==> config.mk <==
export PLATFORM = sky130hd
export DESIGN_NAME = lrsc_monitor
export DESIGN_NICKNAME = d
export VERILOG_FILES = /design/src/rtl/lrsc_pkg.sv /design/src/rtl/lrsc_decode.sv /design/src/rtl/lrsc_resv.sv /design/src/rtl/lrsc_resp.sv /design/src/rtl/lrsc_monitor.sv
export SDC_FILE = /design/constraint.sdc
export NUM_CORES = 1
export LEC_CHECK = 0
export ABC_AREA = 1
export CORE_UTILIZATION = 42
export CTS_CLUSTER_SIZE = 8
export DETAILED_ROUTE_END_ITERATION = 10
export GPL_TIMING_DRIVEN = 0
export PLACE_DENSITY = 0.84
export SETUP_SLACK_MARGIN = 0.1
export SYNTH_ARGS = -nofsm -noshare
export SYNTH_HDL_FRONTEND = slang
export SYNTH_HIERARCHICAL = 1
export SYNTH_SLANG_ARGS = --single-unit
==> constraint.sdc <==
create_clock -name clk_i -period 3.57 [get_ports clk_i]
set_input_delay 0.714 -clock clk_i [delete_from_list [all_inputs] [get_ports clk_i]]
set_output_delay 0.714 -clock clk_i [all_outputs]
set_load 0.01 [all_outputs]
==> src/rtl/lrsc_pkg.sv <==
package lrsc_pkg;
  localparam logic [6:0] OPC_ATOMIC = 7'b0101111;
  localparam logic [4:0] F5_LR      = 5'b00010;
  localparam logic [4:0] F5_SC      = 5'b00011;

  typedef enum logic [1:0] {
    OP_NONE = 2'd0,
    OP_LR   = 2'd1,
    OP_SC   = 2'd2
  } lrsc_op_e;
endpackage

==> src/rtl/lrsc_decode.sv <==
module lrsc_decode
  import lrsc_pkg::*;
#(
  parameter int ADDR_W = 32,
  parameter int OFF_W  = 2
) (
  input  logic              valid_i,
  input  logic [6:0]        opcode_i,
  input  logic [4:0]        funct5_i,
  input  logic [1:0]        order_i,
  input  logic [OFF_W-1:0]  offset_i,
  input  logic              trap_i,
  output lrsc_op_e          op_o,
  output logic              misalign_o
);
  logic unused_order;
  assign unused_order = ^order_i;

  always_comb begin
    op_o = OP_NONE;
    if (valid_i && !trap_i && opcode_i == OPC_ATOMIC) begin
      unique case (funct5_i)
        F5_LR:   op_o = OP_LR;
        F5_SC:   op_o = OP_SC;
        default: op_o = OP_NONE;
      endcase
    end
  end

  assign misalign_o = (op_o != OP_NONE) && (offset_i != '0);
endmodule

==> src/rtl/lrsc_resv.sv <==
module lrsc_resv #(
  parameter int TAG_W = 30
) (
  input  logic             clk_i,
  input  logic             rst_ni,
  input  logic             set_i,
  input  logic             clr_i,
  input  logic [TAG_W-1:0] set_tag_i,
  input  logic [TAG_W-1:0] chk_tag_i,
  output logic             valid_o,
  output logic [TAG_W-1:0] tag_o,
  output logic             match_o
);
  logic             valid_q;
  logic [TAG_W-1:0] tag_q;

  // clear has priority over set
  always_ff @(posedge clk_i or negedge rst_ni) begin
    if (!rst_ni) begin
      valid_q <= 1'b0;
      tag_q   <= '0;
    end else if (clr_i) begin
      valid_q <= 1'b0;
    end else if (set_i) begin
      valid_q <= 1'b1;
      tag_q   <= set_tag_i;
    end
  end

  assign valid_o = valid_q;
  assign tag_o   = tag_q;
  assign match_o = valid_q && (tag_q == chk_tag_i);

  p_set_holds_r3: assert property (@(posedge clk_i) disable iff (!rst_ni)
    (set_i && !clr_i) |=> (valid_o && tag_o == $past(set_tag_i)));
endmodule

==> src/rtl/lrsc_resp.sv <==
module lrsc_resp #(
  parameter int DATA_W = 32
) (
  input  logic              clk_i,
  input  logic              rst_ni,
  input  logic              fire_i,
  input  logic              mis_i,
  input  logic [DATA_W-1:0] data_i,
  output logic              valid_o,
  output logic              mis_o,
  output logic [DATA_W-1:0] data_o
);
  always_ff @(posedge clk_i or negedge rst_ni) begin
    if (!rst_ni) begin
      valid_o <= 1'b0;
      mis_o   <= 1'b0;
      data_o  <= '0;
    end else begin
      valid_o <= fire_i;
      mis_o   <= fire_i && mis_i;
      data_o  <= (fire_i && !mis_i) ? data_i : '0;
    end
  end

  p_resp_one_cycle_r2: assert property (@(posedge clk_i) disable iff (!rst_ni)
    valid_o |-> $past(fire_i));
endmodule

==> src/rtl/lrsc_monitor.sv <==
module lrsc_monitor
  import lrsc_pkg::*;
#(
  parameter int ADDR_W = 32,
  parameter int DATA_W = 32
) (
  input  logic              clk_i,
  input  logic              rst_ni,
  input  logic              req_valid_i,
  input  logic [6:0]        opcode_i,
  input  logic [4:0]        funct5_i,
  input  logic [1:0]        order_i,
  input  logic [ADDR_W-1:0] addr_i,
  input  logic [DATA_W-1:0] wdata_i,
  input  logic              plain_store_i,
  input  logic              trap_i,
  output logic              mem_req_o,
  output logic              mem_we_o,
  output logic [ADDR_W-1:0] mem_addr_o,
  output logic [DATA_W-1:0] mem_wdata_o,
  input  logic [DATA_W-1:0] mem_rdata_i,
  output logic              resp_valid_o,
  output logic [DATA_W-1:0] resp_data_o,
  output logic              resp_misalign_o
);
  localparam int OFF_W = $clog2(DATA_W / 8);
  localparam int TAG_W = ADDR_W - OFF_W;

  lrsc_op_e         op;
  logic             mis;
  logic             lr_go, sc_go, sc_pass;
  logic             resv_valid, resv_match;
  logic [TAG_W-1:0] resv_tag;
  logic [DATA_W-1:0] result;

  lrsc_decode #(.ADDR_W(ADDR_W), .OFF_W(OFF_W)) u_decode (
    .valid_i   (req_valid_i),
    .opcode_i  (opcode_i),
    .funct5_i  (funct5_i),
    .order_i   (order_i),
    .offset_i  (addr_i[OFF_W-1:0]),
    .trap_i    (trap_i),
    .op_o      (op),
    .misalign_o(mis)
  );

  assign lr_go   = (op == OP_LR) && !mis;
  assign sc_go   = (op == OP_SC) && !mis;
  assign sc_pass = sc_go && resv_match && !plain_store_i;

  lrsc_resv #(.TAG_W(TAG_W)) u_resv (
    .clk_i    (clk_i),
    .rst_ni   (rst_ni),
    .set_i    (lr_go),
    .clr_i    (plain_store_i || trap_i || sc_go),
    .set_tag_i(addr_i[ADDR_W-1:OFF_W]),
    .chk_tag_i(addr_i[ADDR_W-1:OFF_W]),
    .valid_o  (resv_valid),
    .tag_o    (resv_tag),
    .match_o  (resv_match)
  );

  assign mem_req_o   = lr_go || sc_pass;
  assign mem_we_o    = sc_pass;
  assign mem_addr_o  = addr_i;
  assign mem_wdata_o = wdata_i;

  assign result = lr_go ? mem_rdata_i : {{(DATA_W-1){1'b0}}, !sc_pass};

  lrsc_resp #(.DATA_W(DATA_W)) u_resp (
    .clk_i  (clk_i),
    .rst_ni (rst_ni),
    .fire_i (op != OP_NONE),
    .mis_i  (mis),
    .data_i (result),
    .valid_o(resp_valid_o),
    .mis_o  (resp_misalign_o),
    .data_o (resp_data_o)
  );

  p_req_only_atomic_r1: assert property (@(posedge clk_i) disable iff (!rst_ni)
    mem_req_o |-> (opcode_i == OPC_ATOMIC && (funct5_i == F5_LR || funct5_i == F5_SC)));
  p_read_answers_r2: assert property (@(posedge clk_i) disable iff (!rst_ni)
    (mem_req_o && !mem_we_o) |=> (resp_valid_o && !resp_misalign_o));
  p_write_needs_resv_r3: assert property (@(posedge clk_i) disable iff (!rst_ni)
    mem_we_o |-> (resv_valid && resv_tag == addr_i[ADDR_W-1:OFF_W]));
  p_sc_clears_r4: assert property (@(posedge clk_i) disable iff (!rst_ni)
    sc_go |=> !resv_valid);
  p_fail_code_r5: assert property (@(posedge clk_i) disable iff (!rst_ni)
    (sc_go && !mem_we_o) |=> (resp_data_o == DATA_W'(1)));
  p_store_clears_r6: assert property (@(posedge clk_i) disable iff (!rst_ni)
    plain_store_i |=> !resv_valid);
  p_trap_clears_r7: assert property (@(posedge clk_i) disable iff (!rst_ni)
    trap_i |=> (!resv_valid && !resp_valid_o));
  p_misalign_quiet_r9: assert property (@(posedge clk_i) disable iff (!rst_ni)
    (op != OP_NONE && mis) |-> (!mem_req_o ##1 (resp_misalign_o && resp_data_o == '0)));
endmodule

==> metrics.md <==
| Metric | Value |
|---|---|
| Tot Pwr | `between 0.0015 and 0.002 W` |
| Final number of setup-violating endpoints | `0` |
| Status | `complete, but fails checks` |
| DRT iter0 DRCs | `86` |
| Hold_buf cts | `0` |
| Die W | `between 90 and 100 um` |
| Post-layout util | `0.689` |
| Tcrit/Tclk final | `0.903` |
| CTS tree | `yes` |
| Cell variety after synth | `21` |
| Measured slew at the worst slew-check pin | `0.814 ns` |
| Yosys warnings | `6` |
| FP Rows | `34` |
| Final net count | `around 820` |
| Placer congestion estimate | `0.818` |
| Die ar. | `around 9700 um^2` |
| Min Hold Slack | `roughly 0.46 ns` |
| Root Driver | `clkbuf_8` |
| Setup Skew | `between 0.004 and 0.005 ns` |
| WL final | `around 9600 um` |
| Initial Util | `0.440` |
| Initial DRT Pass Iterations | `10` |
| Power Density | `~310 nW/um^2` |
| Slew HR | `0.458` |
| CP required | `between 2 and 3 ns` |
| Avg WL per Cell | `between 10 and 15 um` |
| Syn Area/Cell | `7.52 um^2` |
| GR Util All Layers | `0.214` |
| Maxcap violations | `0` |
| N_diodes | `0` |
| Post-DP HPWL | `~7500 um` |
| TNS Setup | `0 ns` |
| Cell Area, Synth | `a little under 4000 um^2` |
| Vias per std cell | `4.32` |
| Max-slew violations | `0` |
| Max frequency | `approximately 310 MHz` |
| Fill cell count | `689` |
| Synth-to-layout area growth | `56.4%` |
| Global-route wire length before repair | `approximately 16000 um` |
| Final Hold Viols | `0` |
| Antenna violations before repair | `0` |
| H-Tree Depth | `3` |
| Total grt overflow | `0` |
| Vias in the first global route | `approximately 3700` |
| Clock Tree Buf Depth | `2` |
| Post-layout min period | `around 3.2 ns` |
| Clk pin slew, worst setup/hold paths | `approximately 0.07 ns` |
| Ports | `roughly 220` |
| Worst Hold Class | `primary input to asynchronous set/reset pin` |
| Clk sinks | `65` |
| Die Y | `roughly 98 um` |
| Crit. End Element | `output pin` |
| Leak | `just over 3 nW` |
| Number of port buffers | `180` |
| Clk_lat worst skew | `around 0.33 ns` |
| Vias | `roughly 3600` |
| CP arrival | `approximately 2.5 ns` |
| Peak supply drop | `~0.00024 V` |
| CP max FO | `4` |
| Share of cells above drive strength 1 | `0.192` |
| Number of CTS-inserted buffers | `9` |
| Cells after synthesis | `518` |
| Post-route DRC violation count | `5` |
| RSZ-0062 raised after global routing | `no` |
| Routed Antenna Nets | `0` |
| Synth Register Bits | `between 60 and 70` |
| Worst setup SP type | `primary input` |
| Share of the yosys chip area belonging to registers | `0.417` |
| Mapped Nets | `roughly 630` |
| Failing checks | `design-rule violations` |
| Crit path kind | `primary input to output pin` |
| Largest net degree at the start of global routing | `66` |
| Core area | `around 8800 um^2` |
-- per-stage QoR --
| stage | cell area, um^2 | instances | setup slack (ns) |
|---|---|---|---|
| CTS | 6100 | 822 | 0.251 |
| floorplan | 3900 | 518 | 1.27 |
| global route | 6100 | 822 | 0.106 |
| global placement | 5830 | 806 | -0.376 |
| detailed placement | 5830 | 806 | 0.0325 |
| finish | 6100 | 822 | 0.345 |
-- layout by cell type, fill, tap and decap left out, types with 2 or more instances in the layout --
master	instances
nand2_1	84
nand2_2	2
clkbuf_1	2
nor2_1	90
dfrtp_1	65
a21oi_1	22
clkbuf_8	9
nand3_1	5
inv_1	120
nor2_2	31
nor2_4	3
clkdlybuf4s50_1	175
mux2_2	3
o21ai_0	5
buf_6	10
bufinv_16	4
mux2_4	6
clkinv_4	2
buf_4	65
dlymetal6s2s_1	2
-- synth_stat cells --
| master | number | area [um^2] |
|---|---|---|
| a21oi_1 | 22 | 110 |
| buf_4 | 64 | 480 |
| buf_6 | 10 | 113 |
| clkbuf_1 | 2 | 7.51 |
| dfrtp_1 | 65 | 1630 |
| inv_1 | 120 | 450 |
| mux2_2 | 3 | 33.8 |
| mux2_4 | 6 | 90.1 |
| nand2_1 | 84 | 315 |
| nand2_2 | 2 | 12.5 |
| nand3_1 | 5 | 25.0 |
| nand3b_1 | 1 | 7.51 |
| nor2_1 | 90 | 338 |
| nor2_2 | 31 | 194 |
| nor2_4 | 3 | 33.8 |
| nor3_1 | 1 | 5.00 |
| o21ai_0 | 5 | 25.0 |
| or2_0 | 1 | 6.26 |
| or2_1 | 1 | 6.26 |
| xnor2_1 | 1 | 8.76 |
| xor2_1 | 1 | 8.76 |
-- layout make-up --
cell class,instances,area [um^2],share of cell area
Clock inverter,7,143,0.0234
Buffer,76,601,0.0985
Tap cell,108,135,0.0222
Inverter,120,450,0.0739
Multi-Input combinational cell,257,1220,0.200
Sequential cell,65,1630,0.267
Clock buffer,9,124,0.0203
Timing Repair Buffer,180,1800,0.295
-- logic make-up after synthesis --
group,after synthesis,synth area share
AND/OR/NAND/NOR,219,0.242
buffers and inverters,196,0.270
flip-flops,65,0.417
AO/OA/AOI/OAI,27,0.0347
multiplexers,9,0.0318
XOR/XNOR,2,0.00450
-- per-layer routing --
layer	vias up	part of all wire	wire length, um	global-route usage
met5	-	0	0	0
met2	148	0.51	4900	0.387
met4	0	0.019	178	0.0873
li1	1797	-	-	-
met1	1593	0.35	3330	0.212
met3	12	0.12	1200	0.0974
-- final timing paths --
check / start / end / slack, ns / cells past startpoint
setup / recovery: addr_i[13] / mem_we_o / 0.34 / 14
max in group asynchronous: rst_ni / u_resp/data_o[6]$_DFF_PN0_ / 2.56 / 1
hold / removal: rst_ni / u_resv/tag_o[12]$_DFFE_PN0P_ / 0.46 / 1
hold reg to reg: u_resv/valid_o$_DFFE_PN0P_ / u_resv/valid_o$_DFFE_PN0P_ / 0.53 / 2
min in group clk_i: u_resv/valid_o$_DFFE_PN0P_ / u_resv/valid_o$_DFFE_PN0P_ / 0.53 / 2
setup reg to reg: u_resv/tag_o[29]$_DFFE_PN0P_ / u_resp/data_o[0]$_DFF_PN0_ / 1.96 / 14
-- worst max-delay path: stages --
cell and delay (ns):
clkdlybuf4s50_1 0.53, inv_1 0.07, nand2_1 0.05, nand2_1 0.05, nor2_1 0.10, nand2_1 0.07, nor2_1 0.10, nand2_1 0.10
nor2_1 0.11, inv_1 0.06, nor2_1 0.09, nand3_1 0.10, inv_1 0.07, dlygate4sd2_1 0.28
-- timing repair --
action,CTS,global route
endpoints found under the setup margin,2,2
pin swaps,0,0
resized for setup,2,4
buffers inserted,0,0
-- power breakdown --
part,internal (W),switching [W],total [W]
clock,0.000536,0.000294,0.000829
combinational,0.000195,0.000106,0.000301
sequential,0.000736,0.000000125,0.000736
total,0.00147,0.000400,0.00187
-- flip-flops by register name, summed over array words and instances, names as in the netlist --
| name | cells |
|---|---|
| u_resv/valid_o | 1 |
| u_resv/tag_o | 30 |
| u_resp/valid_o | 1 |
| u_resp/mis_o | 1 |
| u_resp/data_o | 32 |
Note: power is estimated with default switching activity, not from simulation.
